**config.mk**
```make
export PLATFORM = sky130hd
export DESIGN_NAME = kbpm_mailbox
export DESIGN_NICKNAME = d
export VERILOG_FILES = /design/src/rtl/kbpm_pkg.sv /design/src/rtl/kbpm_port_dec.sv /design/src/rtl/kbpm_chan.sv /design/src/rtl/kbpm_mailbox.sv
export SDC_FILE = /design/constraint.sdc
export NUM_CORES = 1
export LEC_CHECK = 0
export ABC_AREA = 1
export BUFFER_PORTS_ARGS = -buffer_cell sky130_fd_sc_hd__buf_4
export CAP_MARGIN = 20
export CORE_MARGIN = 2
export CORE_UTILIZATION = 64
export CTS_BUF_LIST = sky130_fd_sc_hd__clkbuf_4 sky130_fd_sc_hd__clkbuf_8
export DETAILED_ROUTE_END_ITERATION = 8
export GPL_TIMING_DRIVEN = 0
export PLACE_DENSITY = 0.85
export SYNTH_ARGS = -nofsm -noshare
export SYNTH_HDL_FRONTEND = slang
export SYNTH_SLANG_ARGS = --single-unit
```
**constraint.sdc**
```tcl
create_clock -name clk -period 3.14 [get_ports clk]
set_input_delay 0.628 -clock clk [delete_from_list [all_inputs] [get_ports clk]]
set_output_delay 0.628 -clock clk [all_outputs]
set_load 0.1 [all_outputs]
```
**src/rtl/kbpm_pkg.sv**
```systemverilog
package kbpm_pkg;
  // status byte bit positions
  localparam int ST_OBF = 0;
  localparam int ST_IBF = 1;
  localparam int ST_CMD = 3;
  localparam int ST_IE  = 4;
  localparam int ST_AUX = 5;
  // configuration register bits
  localparam int CFG_EN   = 0;
  localparam int CFG_LOCK = 1;
  // command port sits this far above the data port
  localparam int CMD_OFS = 4;

  typedef enum logic [1:0] {
    REG_BUF  = 2'd0,
    REG_STAT = 2'd1,
    REG_CFG  = 2'd2,
    REG_BASE = 2'd3
  } ctl_reg_e;
endpackage

```
**src/rtl/kbpm_port_dec.sv**
```systemverilog
module kbpm_port_dec #(
  parameter int HADDR_W = 10,
  parameter int DW      = 8
) (
  input  logic               en,
  input  logic [DW-1:0]      base,
  input  logic [HADDR_W-1:0] addr,
  output logic               hit_data,
  output logic               hit_cmd
);
  import kbpm_pkg::*;
  localparam int HI_W = HADDR_W - DW;

  logic [DW-1:0] cmd_addr;
  logic          hi_zero;

  always_comb begin
    cmd_addr = base + DW'(CMD_OFS);
    hi_zero  = (addr[HADDR_W-1:DW] == {HI_W{1'b0}});
    hit_data = en && hi_zero && (addr[DW-1:0] == base);
    hit_cmd  = en && hi_zero && (addr[DW-1:0] == cmd_addr);
  end
endmodule

```
**src/rtl/kbpm_chan.sv**
```systemverilog
module kbpm_chan #(
  parameter int            DW       = 8,
  parameter bit            HAS_AUX  = 1'b1,
  parameter logic [DW-1:0] RST_BASE = 8'h60
) (
  input  logic                  clk,
  input  logic                  rst,
  input  logic                  hit_data,
  input  logic                  hit_cmd,
  input  logic                  host_wr,
  input  logic                  host_rd,
  input  logic [DW-1:0]         host_wdata,
  input  logic                  c_we,
  input  logic                  c_re,
  input  kbpm_pkg::ctl_reg_e    c_reg,
  input  logic [DW-1:0]         c_wdata,
  output logic                  en_o,
  output logic [DW-1:0]         base_o,
  output logic [DW-1:0]         rd_host,
  output logic [DW-1:0]         rd_ctl,
  output logic                  irq_main_o,
  output logic                  irq_aux_o
);
  import kbpm_pkg::*;

  logic [DW-1:0] obuf, ibuf, base;
  logic          obf, ibf, cmd, ie, aux, en, lock;
  logic [DW-1:0] status;
  logic          hit_any;

  assign hit_any = hit_data || hit_cmd;

  always_comb begin
    status         = '0;
    status[ST_OBF] = obf;
    status[ST_IBF] = ibf;
    status[ST_CMD] = cmd;
    status[ST_IE]  = ie;
    status[ST_AUX] = aux;
  end

  always_comb begin
    rd_host = hit_data ? obuf : status;
    case (c_reg)
      REG_BUF:  rd_ctl = ibuf;
      REG_STAT: rd_ctl = status;
      REG_CFG:  begin
        rd_ctl           = '0;
        rd_ctl[CFG_EN]   = en;
        rd_ctl[CFG_LOCK] = lock;
      end
      default:  rd_ctl = base;
    endcase
  end

  always_ff @(posedge clk) begin
    if (rst) begin
      obuf       <= '0;
      ibuf       <= '0;
      obf        <= 1'b0;
      ibf        <= 1'b0;
      cmd        <= 1'b0;
      ie         <= 1'b0;
      aux        <= 1'b0;
      en         <= 1'b1;
      lock       <= 1'b0;
      base       <= RST_BASE;
      irq_main_o <= 1'b0;
      irq_aux_o  <= 1'b0;
    end else begin
      // controller posting wins over a same-cycle host fetch
      if (c_we && c_reg == REG_BUF) begin
        obuf <= c_wdata;
        obf  <= 1'b1;
      end else if (host_rd && hit_data) begin
        obf <= 1'b0;
      end
      // host posting wins over a same-cycle controller fetch
      if (host_wr && hit_any) begin
        ibuf <= host_wdata;
        ibf  <= 1'b1;
        cmd  <= hit_cmd;
      end else if (c_re && c_reg == REG_BUF) begin
        ibf <= 1'b0;
      end
      if (c_we && c_reg == REG_STAT) begin
        ie  <= c_wdata[ST_IE];
        aux <= HAS_AUX ? c_wdata[ST_AUX] : 1'b0;
      end
      if (c_we && c_reg == REG_CFG) begin
        lock <= lock | c_wdata[CFG_LOCK];
        if (!lock) en <= c_wdata[CFG_EN];
      end
      if (c_we && c_reg == REG_BASE && !lock) base <= c_wdata;
      irq_main_o <= obf && ie && !aux;
      irq_aux_o  <= obf && ie && aux;
    end
  end

  assign en_o   = en;
  assign base_o = base;


  obf_load_chk: assert property (@(posedge clk) disable iff (rst)
    (c_we && c_reg == REG_BUF) |=> obf);

  ibf_load_chk: assert property (@(posedge clk) disable iff (rst)
    (host_wr && hit_any) |=> (ibf && cmd == $past(hit_cmd)));

  lock_hold_chk: assert property (@(posedge clk) disable iff (rst)
    (lock && c_we && (c_reg == REG_CFG || c_reg == REG_BASE)) |=> ($stable(en) && $stable(base) && lock));

  dis_hit_chk: assert property (@(posedge clk) disable iff (rst)
    !en |-> !hit_any);

  irq_main_chk: assert property (@(posedge clk) disable iff (rst)
    (obf && ie && !aux) |=> irq_main_o);

  post_wins_chk: assert property (@(posedge clk) disable iff (rst)
    (c_we && c_reg == REG_BUF && host_rd && hit_data) |=> obf);
endmodule

```
**src/rtl/kbpm_mailbox.sv**
```systemverilog
module kbpm_mailbox #(
  parameter int         HADDR_W  = 10,
  parameter int         DW       = 8,
  parameter logic [7:0] KBD_BASE = 8'h60,
  parameter logic [7:0] PM_BASE  = 8'h62
) (
  input  logic               clk,
  input  logic               rst,
  input  logic [HADDR_W-1:0] host_addr,
  input  logic               host_wr,
  input  logic               host_rd,
  input  logic [DW-1:0]      host_wdata,
  output logic [DW-1:0]      host_rdata,
  output logic               irq_kbd,
  output logic               irq_aux,
  output logic               irq_pm,
  input  logic [2:0]         ctl_addr,
  input  logic               ctl_we,
  input  logic               ctl_re,
  input  logic [DW-1:0]      ctl_wdata,
  output logic [DW-1:0]      ctl_rdata
);
  import kbpm_pkg::*;
  localparam int NCH = 2;
  localparam logic [DW-1:0] FLOAT = {DW{1'b1}};

  logic [NCH-1:0] raw_d, raw_c, hit_d, hit_c, en_v, irq_m, irq_a, c_we, c_re;
  logic [DW-1:0]  base_v  [NCH];
  logic [DW-1:0]  rd_host [NCH];
  logic [DW-1:0]  rd_ctl  [NCH];
  ctl_reg_e       c_reg;

  assign c_reg = ctl_reg_e'(ctl_addr[1:0]);

  for (genvar g = 0; g < NCH; g++) begin : g_ch
    localparam logic [DW-1:0] RB = (g == 0) ? DW'(KBD_BASE) : DW'(PM_BASE);

    assign c_we[g] = ctl_we && (ctl_addr[2] == 1'(g));
    assign c_re[g] = ctl_re && (ctl_addr[2] == 1'(g));

    kbpm_port_dec #(.HADDR_W(HADDR_W), .DW(DW)) u_dec (
      .en(en_v[g]), .base(base_v[g]), .addr(host_addr),
      .hit_data(raw_d[g]), .hit_cmd(raw_c[g])
    );

    kbpm_chan #(.DW(DW), .HAS_AUX(g == 0), .RST_BASE(RB)) u_chan (
      .clk(clk), .rst(rst),
      .hit_data(hit_d[g]), .hit_cmd(hit_c[g]),
      .host_wr(host_wr), .host_rd(host_rd), .host_wdata(host_wdata),
      .c_we(c_we[g]), .c_re(c_re[g]), .c_reg(c_reg), .c_wdata(ctl_wdata),
      .en_o(en_v[g]), .base_o(base_v[g]),
      .rd_host(rd_host[g]), .rd_ctl(rd_ctl[g]),
      .irq_main_o(irq_m[g]), .irq_aux_o(irq_a[g])
    );
  end

  // lower channel index claims an address both decode
  always_comb begin
    logic taken;
    taken = 1'b0;
    for (int i = 0; i < NCH; i++) begin
      hit_d[i] = raw_d[i] && !taken;
      hit_c[i] = raw_c[i] && !taken;
      taken    = taken || raw_d[i] || raw_c[i];
    end
  end

  always_ff @(posedge clk) begin
    if (rst) begin
      host_rdata <= FLOAT;
      ctl_rdata  <= '0;
    end else begin
      host_rdata <= FLOAT;
      for (int i = 0; i < NCH; i++)
        if (host_rd && (hit_d[i] || hit_c[i])) host_rdata <= rd_host[i];
      ctl_rdata <= ctl_re ? rd_ctl[ctl_addr[2]] : '0;
    end
  end

  assign irq_kbd = irq_m[0];
  assign irq_aux = irq_a[0];
  assign irq_pm  = irq_m[1] | irq_a[1];


  one_owner_chk: assert property (@(posedge clk) disable iff (rst)
    $onehot0({hit_d, hit_c}));

  float_rd_chk: assert property (@(posedge clk) disable iff (rst)
    !host_rd |=> (host_rdata == FLOAT));
endmodule

```
==> results_tabular.tex, run 1 <==
\begin{tabular}{lr}
\hline
Metric & Value \\
\hline
\multicolumn{2}{l}{\textbf{CTS}} \\
Total clock buffers created by CTS & 9 \\
CTS tree & built \\
Count of cells resized by post-cts repair & 0 \\
Post-CTS clock slew at the launch and capture registers of the worst setup and hold paths & 0.09 ns \\
H-tree depth & 3 \\
Cell at the root of the clock tree & sky130\_fd\_sc\_hd\_\_clkbuf\_8 \\
\# Post-CTS Setup Buffers & 0 \\
Insertion delay of the later-clocked pin in the worst-skew pair & 0.36 ns \\
Total clock sinks & 80 \\
Maximum buffer depth of the clock tree & 2 \\
Post-cts hold buffer count & 0 \\
\multicolumn{2}{l}{\textbf{STA}} \\
Fin crit period & 2.185 ns \\
Clock Skews & 0.01134 ns \\
Transition time at the pin with the least slew margin & 0.6908 ns \\
Worst Hold Slack & 0.4508 ns \\
Post-route setup TNS & 0 ns \\
Tcrit/Tclk final & 0.6958 \\
Count of endpoints failing hold in the final timing report & 0 \\
Headroom to the max-slew limit & 0.5395 \\
Max-slew violations & 0 \\
Number of setup violations in the final report & 0 \\
Unrepaired setup endpoints after global routing & no \\
Max Freq & 0.4577 GHz \\
\multicolumn{2}{l}{\textbf{Worst setup path}} \\
Register-to-Register Setup Slack & 0.96 ns \\
Startpoint types & flip-flop \\
CP max FO & 10 \\
Arrival time of the worst setup path & 2.44 ns \\
Path type of the worst setup path & reg -> reg \\
Endpoint required time on the critical path & 3.40 ns \\
Critical Path End Type & flip-flop \\
\multicolumn{2}{l}{\textbf{Logic synthesis}} \\
Average footprint of a synthesized cell & 6.800 um\^{}2 \\
Share of the synthesized area in the top cell type & 0.4110 \\
Number of instances in the synthesized netlist & 573 \\
Warnings, synthesis & 0 \\
Seq cells post-synth & 80 \\
Number of enable flip-flop cells after synthesis & 0 \\
Primary FF master, synth & sky130\_fd\_sc\_hd\_\_dfxtp\_1 \\
Cell area after synthesis & 3896 um\^{}2 \\
Post-synthesis sequential area ratio & 0.4110 \\
Cell type with the largest total area after synthesis & sky130\_fd\_sc\_hd\_\_dfxtp\_1 \\
Top cell types by occurrence after synthesis & sky130\_fd\_sc\_hd\_\_nand2\_1, sky130\_fd\_sc\_hd\_\_dfxtp\_1, sky130\_fd\_sc\_hd\_\_nor2\_1 \\
Main area contributors after synthesis & sky130\_fd\_sc\_hd\_\_dfxtp\_1, sky130\_fd\_sc\_hd\_\_nand2\_1, sky130\_fd\_sc\_hd\_\_nor2\_1 \\
Cell with the most instances after synthesis & sky130\_fd\_sc\_hd\_\_nand2\_1 \\
Synthesized netlist net count & 610 \\
Fraction of registers with async set or reset after synthesis & 0 \\
Number of different library cells in the post-synthesis netlist & 37 \\
\multicolumn{2}{l}{\textbf{Power}} \\
Leakage component of the power & 2.100 nW \\
Power density relative to cell area & 466.3 nW/um\^{}2 \\
Largest voltage drop on the vdd net & 0.3992 mV \\
\multicolumn{2}{l}{\textbf{Status}} \\
Outcome & completed \\
\multicolumn{2}{l}{\textbf{Floorplanning}} \\
DIE WIDTH & 82.03 um \\
Chip height & 82.03 um \\
Starting utilization of the core area & 0.6620 \\
Die footprint & 6728 um\^{}2 \\
Site row count & 28 \\
Area of the core & 5886 um\^{}2 \\
Number of primary I/O pins & 54 \\
\multicolumn{2}{l}{\textbf{Cells and area}} \\
Area overhead of the layout relative to synthesis & 17.50\% \\
Fillers & 479 \\
Antenna Diode Count & 0 \\
Final Net Count & 671 \\
Filler-free cell count of the finished design & 713 \\
Layout cell share with drive strength beyond 1 & 0.1364 \\
\multicolumn{2}{l}{\textbf{Global route}} \\
Vias in the first global route & 3,609 \\
Largest net degree at the start of global routing & 14 \\
Antenna violations before repair & 0 \\
Global-route wire length before repair & 17,670 um \\
Congestion Overflow GR & 0 \\
Global router's overall resource usage & 0.3592 \\
\multicolumn{2}{l}{\textbf{Detailed routing}} \\
Number of detailed-route iterations in the first pass & 7 \\
DRT iter0 DRCs & 441 \\
Number of nets with antenna violations after routing & 0 \\
Drt via density & 5.762 \\
Final wirelength & 11,490 um \\
Routed wire length per instance & 16.11 um \\
Final routed DRC violation total & 0 \\
Vias & 4,108 \\
\multicolumn{2}{l}{\textbf{Run}} \\
Number of maximum-capacitance violations & 0 \\
\multicolumn{2}{l}{\textbf{Placement}} \\
Number of placed cells counting well taps & 698 \\
HPWL reported at the end of detailed placement & 8471 um \\
Number of buffer cells added on primary ports & 50 \\
RD Place Congestion & 0.9729 \\
\multicolumn{2}{l}{\textbf{Min path}} \\
Type of the most critical hold path & reg -> reg \\
\hline
\end{tabular}
routing by layer:
layer	routed length (um)	global-route usage
met5	0	0
met4	523	0.1717
met3	1315	0.1044
met2	4930	0.5309
met1	4715	0.4804
worst max-delay path, cell delays in order (launching register included):
cell and delay (ns):
sky130_fd_sc_hd__dfxtp_1 0.48, sky130_fd_sc_hd__ha_1 0.27, sky130_fd_sc_hd__nand3_1 0.11, sky130_fd_sc_hd__nand3_1 0.09
sky130_fd_sc_hd__nand2_1 0.06, sky130_fd_sc_hd__nor2_1 0.10, sky130_fd_sc_hd__nand2_1 0.05, sky130_fd_sc_hd__nor2_1 0.24
sky130_fd_sc_hd__nand3_2 0.14, sky130_fd_sc_hd__nand2_4 0.13, sky130_fd_sc_hd__nand2_8 0.09, sky130_fd_sc_hd__buf_8 0.16
sky130_fd_sc_hd__nor2_1 0.10, sky130_fd_sc_hd__nor2_1 0.05
per-stage QoR:
stage / worst slack [ns] / power, mW / area [um^2] / util
detailed placement: 0.7168 / 1.319 / 4365 / 0.7417
CTS: 1.022 / 2.126 / 4578 / 0.7778
global route: 0.8474 / 2.205 / 4578 / 0.7778
global placement: 0.7860 / 1.313 / 4365 / 0.7417
finish: 0.9552 / 2.135 / 4578 / 0.7778
floorplan: 1.248 / 1.223 / 3896 / -
layout by cell type, fill, tap and decap left out, types with 2 or more instances in the layout:
master	n
sky130_fd_sc_hd__nand3b_1	4
sky130_fd_sc_hd__o21ai_0	51
sky130_fd_sc_hd__xor2_1	3
sky130_fd_sc_hd__nor2_1	73
sky130_fd_sc_hd__a221oi_1	7
sky130_fd_sc_hd__xnor2_1	2
sky130_fd_sc_hd__nand2_2	2
sky130_fd_sc_hd__nand3_1	23
sky130_fd_sc_hd__buf_4	50
sky130_fd_sc_hd__nor3_1	7
sky130_fd_sc_hd__o22ai_1	4
sky130_fd_sc_hd__a21oi_1	40
sky130_fd_sc_hd__nor2_2	2
sky130_fd_sc_hd__ha_1	2
sky130_fd_sc_hd__inv_2	4
sky130_fd_sc_hd__a211oi_1	4
sky130_fd_sc_hd__nand2_4	2
sky130_fd_sc_hd__dfxtp_1	80
sky130_fd_sc_hd__o211ai_1	6
sky130_fd_sc_hd__clkinv_1	2
sky130_fd_sc_hd__o31ai_1	2
sky130_fd_sc_hd__o2111ai_1	2
sky130_fd_sc_hd__o21ai_1	7
sky130_fd_sc_hd__clkbuf_8	9
sky130_fd_sc_hd__bufinv_16	2
sky130_fd_sc_hd__clkbuf_1	13
sky130_fd_sc_hd__nand2_1	142
sky130_fd_sc_hd__nand4_1	4
sky130_fd_sc_hd__nand3_2	5
sky130_fd_sc_hd__inv_1	70
cells by family after synthesis:
| group | count (synthesis) | share of synthesized area |
|---|---|---|
| fa+ha+maj | 2 | 0.006422 |
| compound gates | 125 | 0.1795 |
| flops | 80 | 0.4110 |
| xor+xnor | 5 | 0.01124 |
| buf+inv | 93 | 0.09473 |
| simple gates | 268 | 0.2970 |
report_power, final:
group          internal, mW  total (mW)  switching (mW)
clock network         0.454       0.829           0.376
logic                0.0803       0.252           0.171
registers              1.04        1.05          0.0176
path summary, 6_finish.rpt:
path                                                            start                                  end  depth (start not counted)
worst max register to register  g_ch[1].u_chan.base_o[3]$_SDFFE_PP0P_  g_ch[1].u_chan.ibuf[4]$_SDFFE_PP0P_                         13
worst max-delay path            g_ch[1].u_chan.base_o[3]$_SDFFE_PP0P_  g_ch[1].u_chan.ibuf[4]$_SDFFE_PP0P_                         13
worst min-delay path              g_ch[1].u_chan.obuf[3]$_SDFFE_PP0P_  g_ch[1].u_chan.obuf[3]$_SDFFE_PP0P_                          2
worst min register to register    g_ch[1].u_chan.obuf[3]$_SDFFE_PP0P_  g_ch[1].u_chan.obuf[3]$_SDFFE_PP0P_                          2
state kept, by name (all words and copies together), names as in the netlist, 8 cells and up:
name / count
ctl_rdata: 8
host_rdata: 8
g_ch.u_chan.obuf: 16
g_ch.u_chan.base_o: 16
g_ch.u_chan.ibuf: 16
area by class of cell:
type | instances | area [um^2] | share of cell area
buffer | 17 | 83.83 | 0.01831
clock buffer | 10 | 131.4 | 0.02870
clock inverter | 5 | 81.33 | 0.01776
inverter | 76 | 285.3 | 0.06231
multi-input combinational | 400 | 1926 | 0.4206
sequential | 80 | 1602 | 0.3498
tap | 75 | 93.84 | 0.02050
timing repair buffer | 50 | 375.4 | 0.08199
(Power assumes the default switching activity.)
==> inputs of run 2 (changes only) <==
CORE_UTILIZATION = 59   (was 64)
PLACE_DENSITY = 0.79   (was 0.85)
clock period = 2.3 ns   (was 3.14 ns; I/O delays follow)
==> run 2 against run 1 <==
  * Clock power is 30% higher
  * Via count is 1.4% lower
  * Critical endpoint is now g_ch[0].u_chan.ibuf[1]$_SDFFE_PP0P_
  * Register-to-register slack worse by 0.84 ns
  * Sequential share of layout area is 0.12 points higher
==> results_tabular.tex, run 2 (same netlist as run 1, synthesis figures left out) <==
\begin{tabular}{lr}
\hline
Metric & Value \\
\hline
\multicolumn{2}{l}{\textbf{STA}} \\
Number of setup violations in the final report & 0 \\
Post-route setup TNS & 0 ns \\
Max Freq & 0.4586 GHz \\
Headroom to the max-slew limit & 0.5643 \\
Count of endpoints failing hold in the final timing report & 0 \\
Max-slew violations & 0 \\
Unrepaired setup endpoints after global routing & no \\
Clock Skews & 0.01511 ns \\
Fin crit period & 2.180 ns \\
Tcrit/Tclk final & 0.9480 \\
Transition time at the pin with the least slew margin & 0.6511 ns \\
\multicolumn{2}{l}{\textbf{CTS}} \\
Insertion delay of the later-clocked pin in the worst-skew pair & 0.36 ns \\
H-tree depth & 3 \\
Maximum buffer depth of the clock tree & 2 \\
Total clock buffers created by CTS & 9 \\
CTS tree & built \\
\# Post-CTS Setup Buffers & 0 \\
Total clock sinks & 80 \\
Cell at the root of the clock tree & sky130\_fd\_sc\_hd\_\_clkbuf\_8 \\
Post-CTS clock slew at the launch and capture registers of the worst setup and hold paths & 0.09 ns \\
\multicolumn{2}{l}{\textbf{Cells and area}} \\
Fillers & 566 \\
Most common cell after layout, fill and taps aside & sky130\_fd\_sc\_hd\_\_nand2\_1 \\
Layout cell share with drive strength beyond 1 & 0.1424 \\
Multi-input logic area & 1926 um\^{}2 \\
Area overhead of the layout relative to synthesis & 17.37\% \\
Most frequent cells in the layout & sky130\_fd\_sc\_hd\_\_nand2\_1, sky130\_fd\_sc\_hd\_\_dfxtp\_1, sky130\_fd\_sc\_hd\_\_nor2\_1 \\
Final Net Count & 671 \\
Sequential cell area in the final layout & 1605 um\^{}2 \\
Final standard cell area without fillers & 4573 um\^{}2 \\
Antenna Diode Count & 0 \\
\multicolumn{2}{l}{\textbf{Floorplanning}} \\
Die footprint & 7270 um\^{}2 \\
Site row count & 29 \\
Starting utilization of the core area & 0.6101 \\
Area of the core & 6386 um\^{}2 \\
DIE WIDTH & 85.27 um \\
Number of primary I/O pins & 54 \\
Chip height & 85.27 um \\
\multicolumn{2}{l}{\textbf{Detailed routing}} \\
Number of detailed-route iterations in the first pass & 6 \\
Vias & 4,050 \\
Routed wire length per instance & 16.50 um \\
Number of nets with antenna violations after routing & 0 \\
Final routed DRC violation total & 0 \\
Drt via density & 5.656 \\
Final wirelength & 11,820 um \\
DRT iter0 DRCs & 422 \\
\multicolumn{2}{l}{\textbf{Min path}} \\
Min-Delay Startpoint & host\_wdata[6] \\
Cell depth of the worst min-delay path & 3 \\
Type of the most critical hold path & in -> reg \\
Hold-critical path endpoint & g\_ch[1].u\_chan.ibuf[6]\$\_SDFFE\_PP0P\_ \\
\multicolumn{2}{l}{\textbf{Worst setup path}} \\
Critical Path End Type & flip-flop \\
Startpoint types & flip-flop \\
Ordered list of cells on the worst path & ha\_1, nand3\_1, nand3\_1, nand2\_1, nor2\_1, nand3\_2, nand2\_1, nand2\_2, buf\_6, o21ai\_1, nor2\_1 \\
CP max FO & 10 \\
Register-to-Register Setup Slack & 0.12 ns \\
CP Buf/Inv Count & 1 \\
Worst Reg-to-Reg Cells & 11 \\
Endpoint of the most critical register-to-register path & g\_ch[0].u\_chan.ibuf[1]\$\_SDFFE\_PP0P\_ \\
Cell depth of the worst setup path & 11 \\
Path type of the worst setup path & reg -> reg \\
Reg2Reg Launch Point & g\_ch[0].u\_chan.base\_o[2]\$\_SDFFE\_PP0P\_ \\
Arrival time of the worst setup path & 2.44 ns \\
Largest delay share family, worst path & simple AND/OR/NAND/NOR gates \\
Largest stage delay on the critical path & 0.44 ns \\
Crit-path slowest cell & sky130\_fd\_sc\_hd\_\_dfxtp\_2 \\
Endpoint required time on the critical path & 2.56 ns \\
\multicolumn{2}{l}{\textbf{Global route}} \\
Global-route wire length before repair & 18,630 um \\
Vias in the first global route & 3,783 \\
Global router's overall resource usage & 0.3322 \\
Congestion Overflow GR & 0 \\
Antenna violations before repair & 0 \\
Largest net degree at the start of global routing & 16 \\
\multicolumn{2}{l}{\textbf{Placement}} \\
Number of buffer cells added on primary ports & 50 \\
HPWL reported at the end of detailed placement & 8883 um \\
Placement-stage cell area & 4368 um\^{}2 \\
RD Place Congestion & 0.9153 \\
\multicolumn{2}{l}{\textbf{Power}} \\
Leakage component of the power & 2.101 nW \\
Power density relative to cell area & 627.0 nW/um\^{}2 \\
Largest voltage drop on the vdd net & 0.4568 mV \\
\multicolumn{2}{l}{\textbf{Run}} \\
Number of maximum-capacitance violations & 0 \\
\multicolumn{2}{l}{\textbf{Status}} \\
Outcome & completed \\
\hline
\end{tabular}
[run 2: cell count changes in the layout (fill, tap and decap cells not counted), sizes merged]
cell	before	now
clkinv	3	5
clkbuf	23	22
bufinv	2	1
clkinvlp	1	0
inv	75	77
[run 2: timing repair]
item,in CTS,in global routing
endpoints found under the setup margin,0,19
resized for setup,0,3
hold buffers,0,0
[run 2: worst reg2reg max path, stage by stage (launching register included)]
cell and delay (ns):
sky130_fd_sc_hd__dfxtp_2 0.44, sky130_fd_sc_hd__ha_1 0.24, sky130_fd_sc_hd__nand3_1 0.11, sky130_fd_sc_hd__nand3_1 0.09, sky130_fd_sc_hd__nand2_1 0.05, sky130_fd_sc_hd__nor2_1 0.23, sky130_fd_sc_hd__nand3_2 0.17, sky130_fd_sc_hd__nand2_1 0.18
sky130_fd_sc_hd__nand2_2 0.17, sky130_fd_sc_hd__buf_6 0.20, sky130_fd_sc_hd__o21ai_1 0.14, sky130_fd_sc_hd__nor2_1 0.05
[run 2: worst max path at each step]
stage          slack [ns]                                  end                             startpoint
6_report             0.12  g_ch[0].u_chan.ibuf[1]$_SDFFE_PP0P_  g_ch[0].u_chan.base_o[2]$_SDFFE_PP0P_
5_1_grt              0.01             host_rdata[4]$_SDFF_PP1_  g_ch[0].u_chan.base_o[2]$_SDFFE_PP0P_
4_1_cts              0.03  g_ch[0].u_chan.ibuf[1]$_SDFFE_PP0P_  g_ch[0].u_chan.base_o[2]$_SDFFE_PP0P_
3_5_place_dp         0.01  g_ch[0].u_chan.ibuf[1]$_SDFFE_PP0P_                           host_addr[5]
3_3_place_gp         0.07  g_ch[0].u_chan.ibuf[0]$_SDFFE_PP0P_                           host_addr[5]
2_1_floorplan        0.58  g_ch[0].u_chan.ibuf[0]$_SDFFE_PP0P_                           host_addr[3]
[run 2: metal layers]
metal  wire length [um]  share of wire  global-route usage  up-vias
li1                   -              -                   -     1975
met1               5152           0.44              0.4588     1837
met2               5294           0.45              0.5135      204
met3                968          0.082             0.05934       34
met4                401          0.034              0.1385        0
met5                  0              0                   0        -
[run 2: per-stage QoR]
stage | setup WS [ns] | power (mW) | util | hold slack, ns | instances
2_1_floorplan | 0.5759 | 1.670 | - | 0.4235 | 573
3_3_place_gp | 0.06514 | 1.798 | 0.6840 | 0.4329 | 700
3_5_place_dp | 0.01153 | 1.806 | 0.6840 | 0.4440 | 700
4_1_cts | 0.02862 | 2.852 | 0.7155 | 0.3302 | 716
5_1_grt | 0.01123 | 2.963 | 0.7161 | 0.3464 | 716
6_report | 0.1196 | 2.867 | 0.7161 | 0.3266 | 716
[run 2: layout make-up]
class	count	area share
multi-input combinational	400	0.4211
clock inverter	7	0.01696
clock buffer	9	0.02709
buffer	17	0.01833
timing repair buffer	50	0.08208
inverter	76	0.06238
sequential	80	0.3510
tap	77	0.02107
[run 2: power by group]
part / switching [mW] / internal (mW)
sequential: 0.0258 / 1.42
combinational: 0.233 / 0.110
clock: 0.570 / 0.515
==> inputs of run 3 (changes only) <==
CORE_UTILIZATION = 61   (was 59)
PLACE_DENSITY = 0.8   (was 0.79)
SYNTH_HIERARCHICAL = 1   (was not set)
==> run 3 against run 2 <==
  * Non-clock buffer count up 6
  * Final cell count up 26%
  * Sequential share of layout area down 4.8 points
  * Fmax down 0.70%
  * Critical path depth up 2
  * Count of clock-buffer cells in the layout up 1
  * Clock power down 9.8%
  * Clock skew down 0.0056 ns
  * Die area up 12%
  * Combinational power up 22%
  * Utilization up 1.6 points
  * Cell area up 16%
  * Largest cell class unchanged
==> results_tabular.tex, run 3 <==
\begin{tabular}{lr}
\hline
Metric & Value \\
\hline
\multicolumn{2}{l}{\textbf{Global route}} \\
Largest net degree at the start of global routing & 13 \\
Global router's overall resource usage & 0.3117 \\
Vias in the first global route & 4,332 \\
Global-route wire length before repair & 20,220 um \\
Congestion Overflow GR & 0 \\
Antenna violations before repair & 0 \\
\multicolumn{2}{l}{\textbf{Logic synthesis}} \\
Main area contributors after synthesis & sky130\_fd\_sc\_hd\_\_dfxtp\_1, sky130\_fd\_sc\_hd\_\_nand2\_1, sky130\_fd\_sc\_hd\_\_nand3\_1 \\
Average footprint of a synthesized cell & 6.212 um\^{}2 \\
Number of enable flip-flop cells after synthesis & 0 \\
Top cell types by occurrence after synthesis & sky130\_fd\_sc\_hd\_\_nand2\_1, sky130\_fd\_sc\_hd\_\_nor2\_1, sky130\_fd\_sc\_hd\_\_inv\_1 \\
Share of the synthesized area in the top cell type & 0.3522 \\
Cell type with the largest total area after synthesis & sky130\_fd\_sc\_hd\_\_dfxtp\_1 \\
Number of instances in the synthesized netlist & 732 \\
Post-synthesis sequential area ratio & 0.3522 \\
Synthesized netlist net count & 769 \\
Seq cells post-synth & 80 \\
Fraction of registers with async set or reset after synthesis & 0 \\
Warnings, synthesis & 6 \\
Number of different library cells in the post-synthesis netlist & 32 \\
Primary FF master, synth & sky130\_fd\_sc\_hd\_\_dfxtp\_1 \\
Cell with the most instances after synthesis & sky130\_fd\_sc\_hd\_\_nand2\_1 \\
Cell area after synthesis & 4547 um\^{}2 \\
\multicolumn{2}{l}{\textbf{STA}} \\
Post-route setup TNS & 0 ns \\
Transition time at the pin with the least slew margin & 0.5409 ns \\
Count of endpoints failing hold in the final timing report & 0 \\
Fin crit period & 2.196 ns \\
Max-slew violations & 0 \\
Final setup margin & 0.1042 ns \\
Number of setup violations in the final report & 0 \\
Worst Hold Slack & 0.3985 ns \\
Headroom to the max-slew limit & 0.6380 \\
Clock Skews & 0.009536 ns \\
Tcrit/Tclk final & 0.9547 \\
Max Freq & 0.4554 GHz \\
\multicolumn{2}{l}{\textbf{Cells and area}} \\
Final Net Count & 834 \\
Most common cell after layout, fill and taps aside & sky130\_fd\_sc\_hd\_\_nand2\_1 \\
Layout cell share with drive strength beyond 1 & 0.1600 \\
Most frequent cells in the layout & sky130\_fd\_sc\_hd\_\_nand2\_1, sky130\_fd\_sc\_hd\_\_nor2\_1, sky130\_fd\_sc\_hd\_\_inv\_1 \\
Fillers & 675 \\
Area overhead of the layout relative to synthesis & 16.84\% \\
Antenna Diode Count & 0 \\
\multicolumn{2}{l}{\textbf{Worst setup path}} \\
Endpoint required time on the critical path & 2.53 ns \\
Worst Reg-to-Reg Cells & 13 \\
Critical Path End Type & flip-flop \\
Arrival time of the worst setup path & 2.42 ns \\
Path type of the worst setup path & reg -> reg \\
CP max FO & 10 \\
Startpoint types & flip-flop \\
\multicolumn{2}{l}{\textbf{Detailed routing}} \\
Final wirelength & 12,590 um \\
DRT iter0 DRCs & 272 \\
Vias & 4,625 \\
Routed wire length per instance & 14.00 um \\
Number of detailed-route iterations in the first pass & 5 \\
Number of nets with antenna violations after routing & 0 \\
Final routed DRC violation total & 0 \\
Drt via density & 5.145 \\
\multicolumn{2}{l}{\textbf{Floorplanning}} \\
Number of primary I/O pins & 54 \\
DIE WIDTH & 90.34 um \\
Site row count & 31 \\
Area of the core & 7253 um\^{}2 \\
Die footprint & 8160 um\^{}2 \\
Chip height & 90.34 um \\
Starting utilization of the core area & 0.6269 \\
\multicolumn{2}{l}{\textbf{CTS}} \\
Maximum buffer depth of the clock tree & 2 \\
CTS tree & built \\
Insertion delay of the later-clocked pin in the worst-skew pair & 0.35 ns \\
Total clock buffers created by CTS & 9 \\
Post-cts hold buffer count & 0 \\
Post-CTS clock slew at the launch and capture registers of the worst setup and hold paths & 0.08 ns \\
H-tree depth & 3 \\
Cell at the root of the clock tree & sky130\_fd\_sc\_hd\_\_clkbuf\_8 \\
Total clock sinks & 80 \\
\multicolumn{2}{l}{\textbf{Run}} \\
Number of maximum-capacitance violations & 0 \\
\multicolumn{2}{l}{\textbf{Placement}} \\
Place WS & -0.3763 ns \\
RD Place Congestion & 0.9438 \\
Number of buffer cells added on primary ports & 52 \\
HPWL reported at the end of detailed placement & 9645 um \\
\multicolumn{2}{l}{\textbf{Power}} \\
Largest voltage drop on the vdd net & 0.3691 mV \\
Leakage component of the power & 2.639 nW \\
Final total power & 2.828 mW \\
Power density relative to cell area & 532.3 nW/um\^{}2 \\
\multicolumn{2}{l}{\textbf{Min path}} \\
Cell depth of the worst min-delay path & 3 \\
Type of the most critical hold path & in -> reg \\
\multicolumn{2}{l}{\textbf{Status}} \\
Outcome & completed \\
\hline
\end{tabular}
-- run 3: cell types whose count changed in the layout (fill, tap and decap cells not counted), moves of 7 or more --
cell                       before  now
sky130_fd_sc_hd__a21oi_1       40   18
sky130_fd_sc_hd__nand2_1      142  246
sky130_fd_sc_hd__inv_1         70   96
sky130_fd_sc_hd__nor2_4         1    9
sky130_fd_sc_hd__a221oi_1       7    0
sky130_fd_sc_hd__nand3_1       23   85
sky130_fd_sc_hd__clkbuf_1      13    2
sky130_fd_sc_hd__o21ai_0       51    7
sky130_fd_sc_hd__nor2_1        73  107
sky130_fd_sc_hd__buf_6          1    8
-- run 3: repair_timing --
action                                  4_1_cts  5_1_grt
pin swaps                                     0        1
resized for setup                             7       17
setup buffers                                 0        2
endpoints found under the setup margin       27       25
-- run 3: kinds of logic after synthesis --
kind of cell | count (synthesis) | synth area share
compound gates | 27 | 0.03330
other cells | 1 | 0.0008247
flops | 80 | 0.3522
fa+ha+maj | 2 | 0.005503
buf+inv | 123 | 0.1175
xor+xnor | 6 | 0.01156
simple gates | 493 | 0.4791
-- run 3: power breakdown --
part	switching [mW]	internal, mW	total, mW
sequential	0.0263	1.41	1.44
clock	0.476	0.498	0.974
combinational	0.272	0.145	0.417
total	0.774	2.05	2.83
-- run 3: layout make-up --
cell class	count	area (um^2)	area share
plain buffers	19	146.4	0.02756
clock buffers	10	131.4	0.02473
clock inverters	4	47.55	0.008950
inverters	104	396.6	0.07466
multi-input cells	529	2451	0.4614
flip-flops and latches	80	1610	0.3031
well taps	99	123.9	0.02332
repair buffers	54	405.4	0.07631
-- run 3: path summary, 6_finish.rpt --
| check | start | to | slack [ns] |
|---|---|---|---|
| worst max-delay path | g_ch[0].u_chan/base_o[2]$_SDFFE_PP0P_ | host_rdata[3]$_SDFF_PP1_ | 0.10 |
| worst min-delay path | ctl_addr[2] | ctl_rdata[7]$_SDFF_PP0_ | 0.40 |
| worst max register to register | g_ch[0].u_chan/base_o[2]$_SDFFE_PP0P_ | host_rdata[3]$_SDFF_PP1_ | 0.10 |
| worst min register to register | g_ch[0].u_chan/aux$_SDFFE_PP0P_ | g_ch[0].u_chan/irq_main_o$_SDFF_PP0_ | 0.48 |
-- run 3: metrics by stage --
step | std cells | area (um^2) | utilization
floorplan | 732 | 4547 | -
global placement | 883 | 5061 | 0.6978
detailed placement | 883 | 5061 | 0.6978
CTS | 897 | 5256 | 0.7247
global route | 899 | 5313 | 0.7324
finish | 899 | 5313 | 0.7324
-- run 3: worst max-delay path: stages (launching register included) --
cell,delay [ns]
sky130_fd_sc_hd__dfxtp_4,0.39
sky130_fd_sc_hd__ha_2,0.28
sky130_fd_sc_hd__xor2_1,0.15
sky130_fd_sc_hd__nor2_1,0.15
sky130_fd_sc_hd__nand3_2,0.11
sky130_fd_sc_hd__nor2_4,0.24
sky130_fd_sc_hd__nor2_8,0.09
sky130_fd_sc_hd__nand2_4,0.08
sky130_fd_sc_hd__inv_1,0.10
sky130_fd_sc_hd__buf_6,0.16
sky130_fd_sc_hd__nand2_1,0.07
sky130_fd_sc_hd__o21ai_1,0.07
sky130_fd_sc_hd__nand3_1,0.11
sky130_fd_sc_hd__nand3_1,0.08
-- run 3: metal layers --
metal  GRT usage  vias to the layer above  wire [um]
met4     0.08462                        0        252
met2      0.5326                      180       5978
met3     0.05509                       27        815
li1            -                     2356          -
met5           0                        -          0
met1      0.4072                     2062       5541
